**config.mk**
```make
export PLATFORM = sky130hd
export DESIGN_NAME = adc_poll_accum
export DESIGN_NICKNAME = d
export VERILOG_FILES = /design/src/rtl/adc_poll_pkg.sv /design/src/rtl/adc_spi_frame.sv /design/src/rtl/adc_round_accum.sv /design/src/rtl/adc_poll_accum.sv
export SDC_FILE = /design/constraint.sdc
export NUM_CORES = 1
export LEC_CHECK = 0
export BUFFER_PORTS_ARGS = -buffer_cell sky130_fd_sc_hd__buf_2
export CORE_MARGIN = 3
export CORE_UTILIZATION = 65
export CTS_BUF_LIST = sky130_fd_sc_hd__clkbuf_2 sky130_fd_sc_hd__clkbuf_4 sky130_fd_sc_hd__clkbuf_8
export DETAILED_ROUTE_END_ITERATION = 10
export GPL_TIMING_DRIVEN = 0
export PLACE_DENSITY = 0.85
export SYNTH_ARGS = -nofsm -noshare
export SYNTH_HDL_FRONTEND = slang
export SYNTH_SLANG_ARGS = --single-unit
export TNS_END_PERCENT = 10
```
**constraint.sdc**
```tcl
create_clock -name clk_i -period 4.8 [get_ports clk_i]
set_input_delay 0.96 -clock clk_i [delete_from_list [all_inputs] [get_ports clk_i]]
set_output_delay 0.96 -clock clk_i [all_outputs]
set_load 0.03 [all_outputs]
```
**src/rtl/adc_poll_pkg.sv**
```systemverilog
package adc_poll_pkg;
    // channel count and address width are fixed by the frame format
    localparam int CH_N   = 3;
    localparam int ADDR_W = 2;

    // output slot (from LSB) of each channel: packing is {ch2, ch0, ch1}
    function automatic int chan_slot(input int ch);
        case (ch)
            0:       return 1;
            1:       return 0;
            default: return 2;
        endcase
    endfunction
endpackage

```
**src/rtl/adc_spi_frame.sv**
```systemverilog
module adc_spi_frame
    import adc_poll_pkg::*;
#(
    parameter int SAMPLE_W   = 12,
    parameter int FRAME_BITS = 24,
    parameter int START_POS  = 5,
    parameter int GAP_CYC    = 2
) (
    input  logic                clk_i,
    input  logic                rst_ni,
    input  logic                clr_i,
    input  logic [ADDR_W-1:0]   ch_i,
    input  logic                miso_i,
    output logic                sclk_o,
    output logic                cs_n_o,
    output logic                mosi_o,
    output logic                smp_vld_o,
    output logic [SAMPLE_W-1:0] smp_o
);
    localparam int BIT_W    = $clog2(FRAME_BITS);
    localparam int GAP_W    = (GAP_CYC > 1) ? $clog2(GAP_CYC) : 1;
    localparam int DATA_LO  = FRAME_BITS - SAMPLE_W;
    localparam int ADDR_POS = START_POS + 2;

    typedef struct packed {
        logic                xfer;
        logic                ph;
        logic [BIT_W-1:0]    bitn;
        logic [GAP_W-1:0]    gap;
        logic [SAMPLE_W-1:0] sh;
        logic                vld;
    } eng_t;

    eng_t eng_d, eng_q;
    logic mosi_d;

    always_comb begin
        eng_d     = eng_q;
        eng_d.vld = 1'b0;
        if (clr_i) begin
            eng_d.xfer = 1'b0;
            eng_d.ph   = 1'b0;
            eng_d.bitn = '0;
            eng_d.gap  = '0;
        end else if (!eng_q.xfer) begin
            if (eng_q.gap == GAP_W'(GAP_CYC - 1)) begin
                eng_d.xfer = 1'b1;
                eng_d.gap  = '0;
                eng_d.bitn = '0;
                eng_d.ph   = 1'b0;
            end else begin
                eng_d.gap = eng_q.gap + GAP_W'(1);
            end
        end else if (!eng_q.ph) begin
            eng_d.ph = 1'b1;
        end else begin
            eng_d.ph = 1'b0;
            if (eng_q.bitn >= BIT_W'(DATA_LO))
                eng_d.sh = {eng_q.sh[SAMPLE_W-2:0], miso_i};
            if (eng_q.bitn == BIT_W'(FRAME_BITS - 1)) begin
                eng_d.xfer = 1'b0;
                eng_d.bitn = '0;
                eng_d.vld  = 1'b1;
            end else begin
                eng_d.bitn = eng_q.bitn + BIT_W'(1);
            end
        end

        // request pattern decoded from the current bit position
        mosi_d = 1'b0;
        if (eng_q.xfer) begin
            if (eng_q.bitn == BIT_W'(START_POS) || eng_q.bitn == BIT_W'(START_POS + 1))
                mosi_d = 1'b1;
            for (int j = 0; j < ADDR_W; j++)
                if (eng_q.bitn == BIT_W'(ADDR_POS + j))
                    mosi_d = ch_i[ADDR_W-1-j];
        end
    end

    always_ff @(posedge clk_i or negedge rst_ni) begin
        if (!rst_ni) eng_q <= '0;
        else         eng_q <= eng_d;
    end

    assign sclk_o    = eng_q.xfer & eng_q.ph;
    assign cs_n_o    = ~eng_q.xfer;
    assign mosi_o    = mosi_d;
    assign smp_vld_o = eng_q.vld;
    assign smp_o     = eng_q.sh;
endmodule

```
**src/rtl/adc_round_accum.sv**
```systemverilog
module adc_round_accum
    import adc_poll_pkg::*;
#(
    parameter int SAMPLE_W = 12,
    parameter int SUM_W    = 24,
    parameter int CNT_W    = 9
) (
    input  logic                  clk_i,
    input  logic                  rst_ni,
    input  logic                  clr_i,
    input  logic                  vld_i,
    input  logic [SAMPLE_W-1:0]   smp_i,
    output logic [ADDR_W-1:0]     ch_o,
    output logic [CH_N*SUM_W-1:0] sum_o,
    output logic [CNT_W-1:0]      cnt_o
);
    localparam logic [CNT_W-1:0]  CNT_MAX = '1;
    localparam logic [ADDR_W-1:0] CH_LAST = ADDR_W'(CH_N - 1);

    typedef struct packed {
        logic [ADDR_W-1:0]               ch;
        logic [CH_N-2:0][SAMPLE_W-1:0]   stage;
        logic [CH_N-1:0][SUM_W-1:0]      sum;
        logic [CNT_W-1:0]                cnt;
    } acc_t;

    acc_t acc_d, acc_q;

    always_comb begin
        acc_d = acc_q;
        if (clr_i) begin
            acc_d = '0;
        end else if (vld_i) begin
            if (acc_q.ch == CH_LAST) begin
                acc_d.ch = '0;
                if (acc_q.cnt != CNT_MAX) begin
                    for (int i = 0; i < CH_N - 1; i++)
                        acc_d.sum[i] = acc_q.sum[i] + SUM_W'(acc_q.stage[i]);
                    acc_d.sum[CH_N-1] = acc_q.sum[CH_N-1] + SUM_W'(smp_i);
                    acc_d.cnt = acc_q.cnt + CNT_W'(1);
                end
            end else begin
                for (int i = 0; i < CH_N - 1; i++)
                    if (acc_q.ch == ADDR_W'(i))
                        acc_d.stage[i] = smp_i;
                acc_d.ch = acc_q.ch + ADDR_W'(1);
            end
        end
    end

    always_ff @(posedge clk_i or negedge rst_ni) begin
        if (!rst_ni) acc_q <= '0;
        else         acc_q <= acc_d;
    end

    assign ch_o  = acc_q.ch;
    assign sum_o = acc_q.sum;
    assign cnt_o = acc_q.cnt;
endmodule

```
**src/rtl/adc_poll_accum.sv**
```systemverilog
module adc_poll_accum
    import adc_poll_pkg::*;
#(
    parameter int SAMPLE_W   = 12,
    parameter int SUM_W      = 24,
    parameter int CNT_W      = 9,
    parameter int FRAME_BITS = 24
) (
    input  logic                  clk_i,
    input  logic                  rst_ni,
    input  logic                  acc_clr_i,
    input  logic                  miso_i,
    output logic                  sclk_o,
    output logic                  cs_n_o,
    output logic                  mosi_o,
    output logic [CH_N*SUM_W-1:0] sums_o,
    output logic [CNT_W-1:0]      count_o
);
    logic                  smp_vld;
    logic [SAMPLE_W-1:0]   smp;
    logic [ADDR_W-1:0]     ch;
    logic [CH_N*SUM_W-1:0] sum_by_ch;

    adc_spi_frame #(
        .SAMPLE_W  (SAMPLE_W),
        .FRAME_BITS(FRAME_BITS),
        .START_POS (5),
        .GAP_CYC   (2)
    ) u_frame (
        .clk_i    (clk_i),
        .rst_ni   (rst_ni),
        .clr_i    (acc_clr_i),
        .ch_i     (ch),
        .miso_i   (miso_i),
        .sclk_o   (sclk_o),
        .cs_n_o   (cs_n_o),
        .mosi_o   (mosi_o),
        .smp_vld_o(smp_vld),
        .smp_o    (smp)
    );

    adc_round_accum #(
        .SAMPLE_W(SAMPLE_W),
        .SUM_W   (SUM_W),
        .CNT_W   (CNT_W)
    ) u_accum (
        .clk_i (clk_i),
        .rst_ni(rst_ni),
        .clr_i (acc_clr_i),
        .vld_i (smp_vld),
        .smp_i (smp),
        .ch_o  (ch),
        .sum_o (sum_by_ch),
        .cnt_o (count_o)
    );

    // reorder channel sums into output slots
    for (genvar g = 0; g < CH_N; g++) begin : g_pack
        localparam int SLOT = chan_slot(g);
        assign sums_o[SLOT*SUM_W +: SUM_W] = sum_by_ch[g*SUM_W +: SUM_W];
    end
endmodule

```
Yosys cells after proc, flatten, opt, wreduce, memory -nomap -nowiden

Index checks and enable logic that the tools add are counted.

Register bits after elaboration: 128
Output and inout bits: 84

Multiplexer cells: 26
Bitwise operators: 3
Eq/ne operators: 11
Reductions and logical operators: 13
$add $sub $neg: 7
Magnitude comparators: 1

Operators with widths:

| kind                  | count |
|---|---|
| $mux W107             | 2 |
| $mux W81              | 2 |
| $add A24 B12 Y24      | 3 |
| $mux W12              | 2 |
| $mux W24              | 1 |
| $eq A5 B3 Y1 const B  | 3 |
| $mux W7               | 2 |
| $mux W1               | 13 |
| $mux W5               | 2 |
| $reduce_bool A2 Y1    | 5 |
| $add A9 B1 Y9 const B | 1 |
| $ne A9 B9 Y1 const B  | 1 |
| $reduce_and A3 Y1     | 3 |
| $mux W8               | 1 |
| $add A5 B1 Y5 const B | 1 |
| $eq A5 B4 Y1 const B  | 1 |
| $eq A5 B5 Y1 const B  | 1 |
| $ge A5 B4 Y1 const B  | 1 |
| $ne A2 B2 Y1 const B  | 2 |
| $reduce_and A4 Y1     | 1 |
| $ne A3 B3 Y1 const B  | 1 |
| $reduce_bool A3 Y1    | 1 |
| $add A2 B1 Y2 const B | 1 |
| $eq A2 B1 Y1 const B  | 1 |
| other kinds (8)       | 9 |

Depth between registers and ports, before layout

Word-level depth: 6
Depth in mapped cells: 11

Modules after synthesis

From an unflattened synthesis, not the netlist that was laid out.

Cell total of the unflattened synthesis: 927
Area, all modules: 8272.9 sq um

By module, submodules not included:

| module          | cells each | area each (sq um) | instances | sequential area each (sq um) |
|---|---|---|---|---|
| adc_round_accum | 831        | 7145.6            | 1         | 2677.6 |
| adc_spi_frame   | 96         | 1127.3            | 1         | 525.5 |

Worst setup path after synthesis

Ideal clock, no wire load.

Kind: reg-to-output
Start: reg u_frame.eng_q[14] (netlist name)
End: out mosi_o
Stages on the path, launching flop included: 7
Data arrival time: 1.647 ns
Slack: 2.193 ns
Path through: dfrtp_1 -> ha_1 -> nor2_1 -> a21oi_1 -> nor3_1 -> a41oi_1 -> nor3_1

Cells in the longest elaborated chain, start to end: 6
Elaborated cells between the ends (all ways): 9
Those cells by class: 4 x eq/ne; 4 x mux; 1 x reduce/logical

RTL lines:

| item                     | RTL line             | text |
|---|---|---|
| start: declaration       | adc_spi_frame.sv:34  | `eng_t eng_d, eng_q;` |
| start signal: assignment | adc_spi_frame.sv:82  | `else eng_q <= eng_d;` |
| $eq A5 B3 Y1             | adc_spi_frame.sv:72  | `if (eng_q.bitn == BIT_W'(START_POS) \|\| eng_q.bitn == BIT_W'(START_POS + 1))` |
| $logic_or A1 B1 Y1       | adc_spi_frame.sv:72  |  |
| $mux W1                  | adc_spi_frame.sv:72  |  |
| $mux W1                  | adc_spi_frame.sv:75  | `if (eng_q.bitn == BIT_W'(ADDR_POS + j))` |
| $mux W1 (*)              | adc_spi_frame.sv:75  |  |
| $mux W1 (*)              | adc_spi_frame.sv:71  | `if (eng_q.xfer) begin` |
| end: declaration         | adc_poll_accum.sv:15 | `output logic mosi_o,` |

Mark *: on every way between the ends. The rest lies on a longest branch, timed or not.

Worst setup path after layout

Start: reg u_accum.acc_q (netlist bit u_accum.cnt_o[0])
End: reg u_accum.acc_q (netlist bit u_accum.sum_o[12])

Cells in the longest elaborated chain, start to end: 3

RTL lines:

| item                                | RTL line              | text |
|---|---|---|
| start: declaration                  | adc_round_accum.sv:27 | `acc_t acc_d, acc_q;` |
| start signal: assignment            | adc_round_accum.sv:52 | `if (!rst_ni) acc_q <= '0;` |
| start signal: assignment            | adc_round_accum.sv:53 | `else acc_q <= acc_d;` |
| $ne A9 B9 Y1                        | adc_round_accum.sv:36 | `if (acc_q.cnt != CNT_MAX) begin` |
| $reduce_bool A2 Y1 (no source line) | n/a                   |  |
| $reduce_and A3 Y1 (no source line)  | n/a                   |  |

No other way between the ends.
A chain may end at the register's enable or synchronous reset.

==> metrics.txt <==
crit path launch u_accum.cnt_o[0]; most frequent standard cell in the layout excluding fill and tap cells dfrtp_1; number of port buffers 87; delay-heaviest family, CP buffers and inverters; number of enable flip-flop cells after synthesis 0; number of antenna violations at the first check in global routing 0; type of destination of the critical path flip-flop; Worst R2R End u_accum.sum_o[12]; Power Internal 0.00173 W; Synthesized Nets roughly 900; count of state elements after synthesis 128; average size of a mapped cell between 9 and 10 um^2; async set-or-reset flop fraction in the synthesized netlist between 90% and 100%; xor and xnor area share after synthesis under 10%; die boundary width between 100 and 150 um; Critical Path Sink u_accum.sum_o[12]; clock group share of total power between 40% and 50%; share of total power in sequential cells about 48%; R2R Setup Slk 1650 ps; complex-gate fraction of the synthesized area approximately a fifth; number of buffers and inverters on the critical path 3; post-placement cell area between 8000 and 9000 um^2; Fmax achieved ~320 MHz; CTS max path bufs 2; vias in the first global route approximately 6400; simple-gate portion of the synthesized area between 10% and 20%; all-layer global routing usage between 30% and 40%; area share of the largest cell type after synthesis roughly 40%; Fillers ~800; Tightest Pin Transition just over 800 ps; power per cell area 251 nW/um^2; layout overhead on the synthesized area 14.0%; CP Data Required Time between 5000 and 6000 ps; startpoint of the lowest-slack register-to-register path u_accum.cnt_o[0]; clock buffers created by TritonCTS 17; worst-case reg-to-reg path depth 10; die outline height 117 um; max-slew violation count 0; post-layout net count between 1000 and 1500; maximum level of the CTS H-tree 4; worst setup path class flip-flop to flip-flop; wire length of the first global-routing pass roughly 33000 um; part of the total power dissipated in combinational logic 3.8%; setup violators final 0; largest stage delay on the critical path ~650 ps; final critical-path share of the clock period ~66%; post-synthesis share of cell area spent on full adders, half adders and majority gates under 10%; total grt overflow 0; Die Outline Area between 10000 and 15000 um^2; most used flip-flop cell after synthesis dfrtp_1; Antenna Cells 0; sum of negative setup slack 0 ps; multiplexer area fraction after synthesis around 2.6%; Max stage delay cell, worst path buf_1; maximum fanout along the worst path 10; final weighted congestion in routability-driven placement 0.938; count of distinct cell types in the synthesized netlist 67; number of violations of the max-capacitance limit 0; sum of net half-perimeters after detailed placement approximately 15000 um; average routed wire per standard cell ~18 um; Yosys top cell by area dfrtp_1; Worst VDD drop about 0.24 mV; Switching Share around 24%; final critical path time including I/O delays and setup ~3200 ps; design area around 9100 um^2; TritonCTS clock tree yes; main combinational cell family by area after synthesis compound AO/OA/AOI/OAI gates; gate count after technology mapping ~850; commonest cells after routing, fill and taps aside 128 x dfrtp_1, 88 x buf_2, 81 x buf_4, 76 x nand2_1, 72 x nor2_1; later-pin clock latency in the skew report around 460 ps; Pre-Repair DR Iteration Count 7; share of cells above drive strength 1 24.5%; Syn. warnings 0; via-per-instance ratio 6.17; number of buffers inserted for hold repair after clock tree synthesis 0; Max Clock Skew between 8 and 9 ps; drt total wl about 21000 um; type of the most critical hold path primary input to async pin; via count a little under 7000; First DRT Iteration DRCs 574; multi-input logic area 3910 um^2; Worst Setup Start Kind flip-flop; area of the core between 10000 and 15000 um^2; share of the yosys chip area belonging to registers about 40%; cell leakage power 4.54 nW; boundary pin count a little under 90; clock sink count around 130; footprint of the flip-flops and latches roughly 3200 um^2; unrepaired setup endpoints after global routing no; final-report hold violation count 0; Max transition margin 44.0%; top area cells in the synthesized netlist dfrtp_1 40%, buf_4 7.7%, ha_1 6.6%, a21oi_1 4.5%, nand2_1 3.6%; Initial Util 68.1%; maximum number of pins on one net before global-route repair 80; Psw roughly 0.00055 W; setup repair bufs after CTS 0; register clock-pin slew on the reported worst setup and hold paths ~80 ps; netlist area before placement between 7000 and 8000 um^2; DRT antenna net count 0; std cell rows 39; result of the run finished, final reports clean; drc violations 0; post_cts resized 0; arrival time worst endpoint roughly 3500 ps; cells along the critical path ha_1 -> nand3_1 -> nor2_1 -> ha_1 -> nand4bb_1 -> clkbuf_1 -> clkbuf_1 -> buf_1 -> o21ai_0 -> a21oi_1; Stages on worst setup path 10; master cell of the clock root buffer clkbuf_8
[synthesized netlist by cell type (3+ instances only)]
cell	number
o211ai_1	9
nand2_1	76
o31ai_1	10
and2_1	6
nor3_1	15
and4_1	5
o21a_1	8
a22oi_1	3
mux2_2	14
fa_1	3
ha_1	42
inv_1	24
nand3_1	23
a21oi_1	71
dfrtp_1	128
buf_4	81
a22o_1	26
clkbuf_1	21
a211oi_1	15
o31a_1	3
mux2i_1	3
or3_1	12
or2_2	4
xnor2_1	26
xor2_1	17
nor2_1	72
nand4_1	8
nand2b_1	11
a21o_1	15
nor2b_1	5
or4_1	5
buf_1	6
o21ai_0	29
and3_1	8
[cell type report]
type | count | share of cell area (%)
multi-input cells | 584 | 43.2
repair buffers | 88 | 5.18
clock inverters | 15 | 2.57
clock buffers | 17 | 2.58
well taps | 143 | 1.98
inverters | 24 | 0.995
flip-flops and latches | 128 | 35.4
plain buffers | 111 | 8.07
[per-layer routing]
| metal | GRT usage (%) | wire (um) |
|---|---|---|
| met3 | 5.96 | 1540 |
| met4 | 12.6 | 627 |
| met5 | 0 | 0 |
| met1 | 42.2 | 8450 |
| met2 | 50.8 | 9900 |
[power groups by stage]
stage          Combinational [W]  Sequential [W]  Clock [W]
2_1_floorplan          0.0000390         0.00111          0
3_3_place_gp           0.0000809         0.00111          0
3_5_place_dp           0.0000863         0.00111          0
4_1_cts                0.0000869         0.00109    0.00110
5_1_grt                0.0000953         0.00109    0.00116
6_report               0.0000860         0.00109    0.00110
[sequential cells by signal, indices dropped and copies added (netlist names)]
name and count:
u_accum.acc_q 24, u_accum.ch_o 2, u_accum.cnt_o 9, u_accum.sum_o 72, u_frame.eng_q 8, u_frame.smp_o 12, u_frame.smp_vld_o 1
[worst reg2reg max path, delay by kind of cell (launching register included)]
kind | cells | cell delay [ps]
compound gates | 2 | 360
buf+inv | 3 | 1510
fa+ha+maj | 2 | 420
simple gates | 3 | 340
flops | 1 | 440
[cell families after synthesis]
kind of cell,count (synthesis)
simple gates,260
flops,128
compound gates,218
xor+xnor,43
mux,18
fa+ha+maj,45
buf+inv,135
[how the worst min path moves through the flow]
stage                      startpoint                end  slack (ps)  cells past startpoint
finish                         rst_ni  u_accum.sum_o[22]         440                      1
CTS                            rst_ni   u_accum.sum_o[7]         450                      1
detailed placement  u_accum.acc_q[88]  u_accum.acc_q[88]         500                      1
floorplan           u_accum.acc_q[81]  u_accum.acc_q[81]         480                      1
global route                   rst_ni  u_accum.sum_o[21]         470                      1
global placement    u_accum.acc_q[81]  u_accum.acc_q[81]         500                      1
[stage by stage]
| stage | total power, W | std cells | worst slack [ps] | hold WS (ps) | util [%] |
|---|---|---|---|---|---|
| 6_report | 0.00228 | 1110 | 1650 | 440 | 77.6 |
| 5_1_grt | 0.00235 | 1110 | 1460 | 465 | 77.6 |
| 4_1_cts | 0.00228 | 1110 | 1660 | 452 | 77.6 |
| 3_5_place_dp | 0.00120 | 1078 | 1550 | 502 | 73.6 |
| 3_3_place_gp | 0.00119 | 1077 | 1120 | 498 | 73.3 |
| 2_1_floorplan | 0.00115 | 847 | 2190 | 477 | - |
Note: power is estimated with default switching activity, not from simulation.
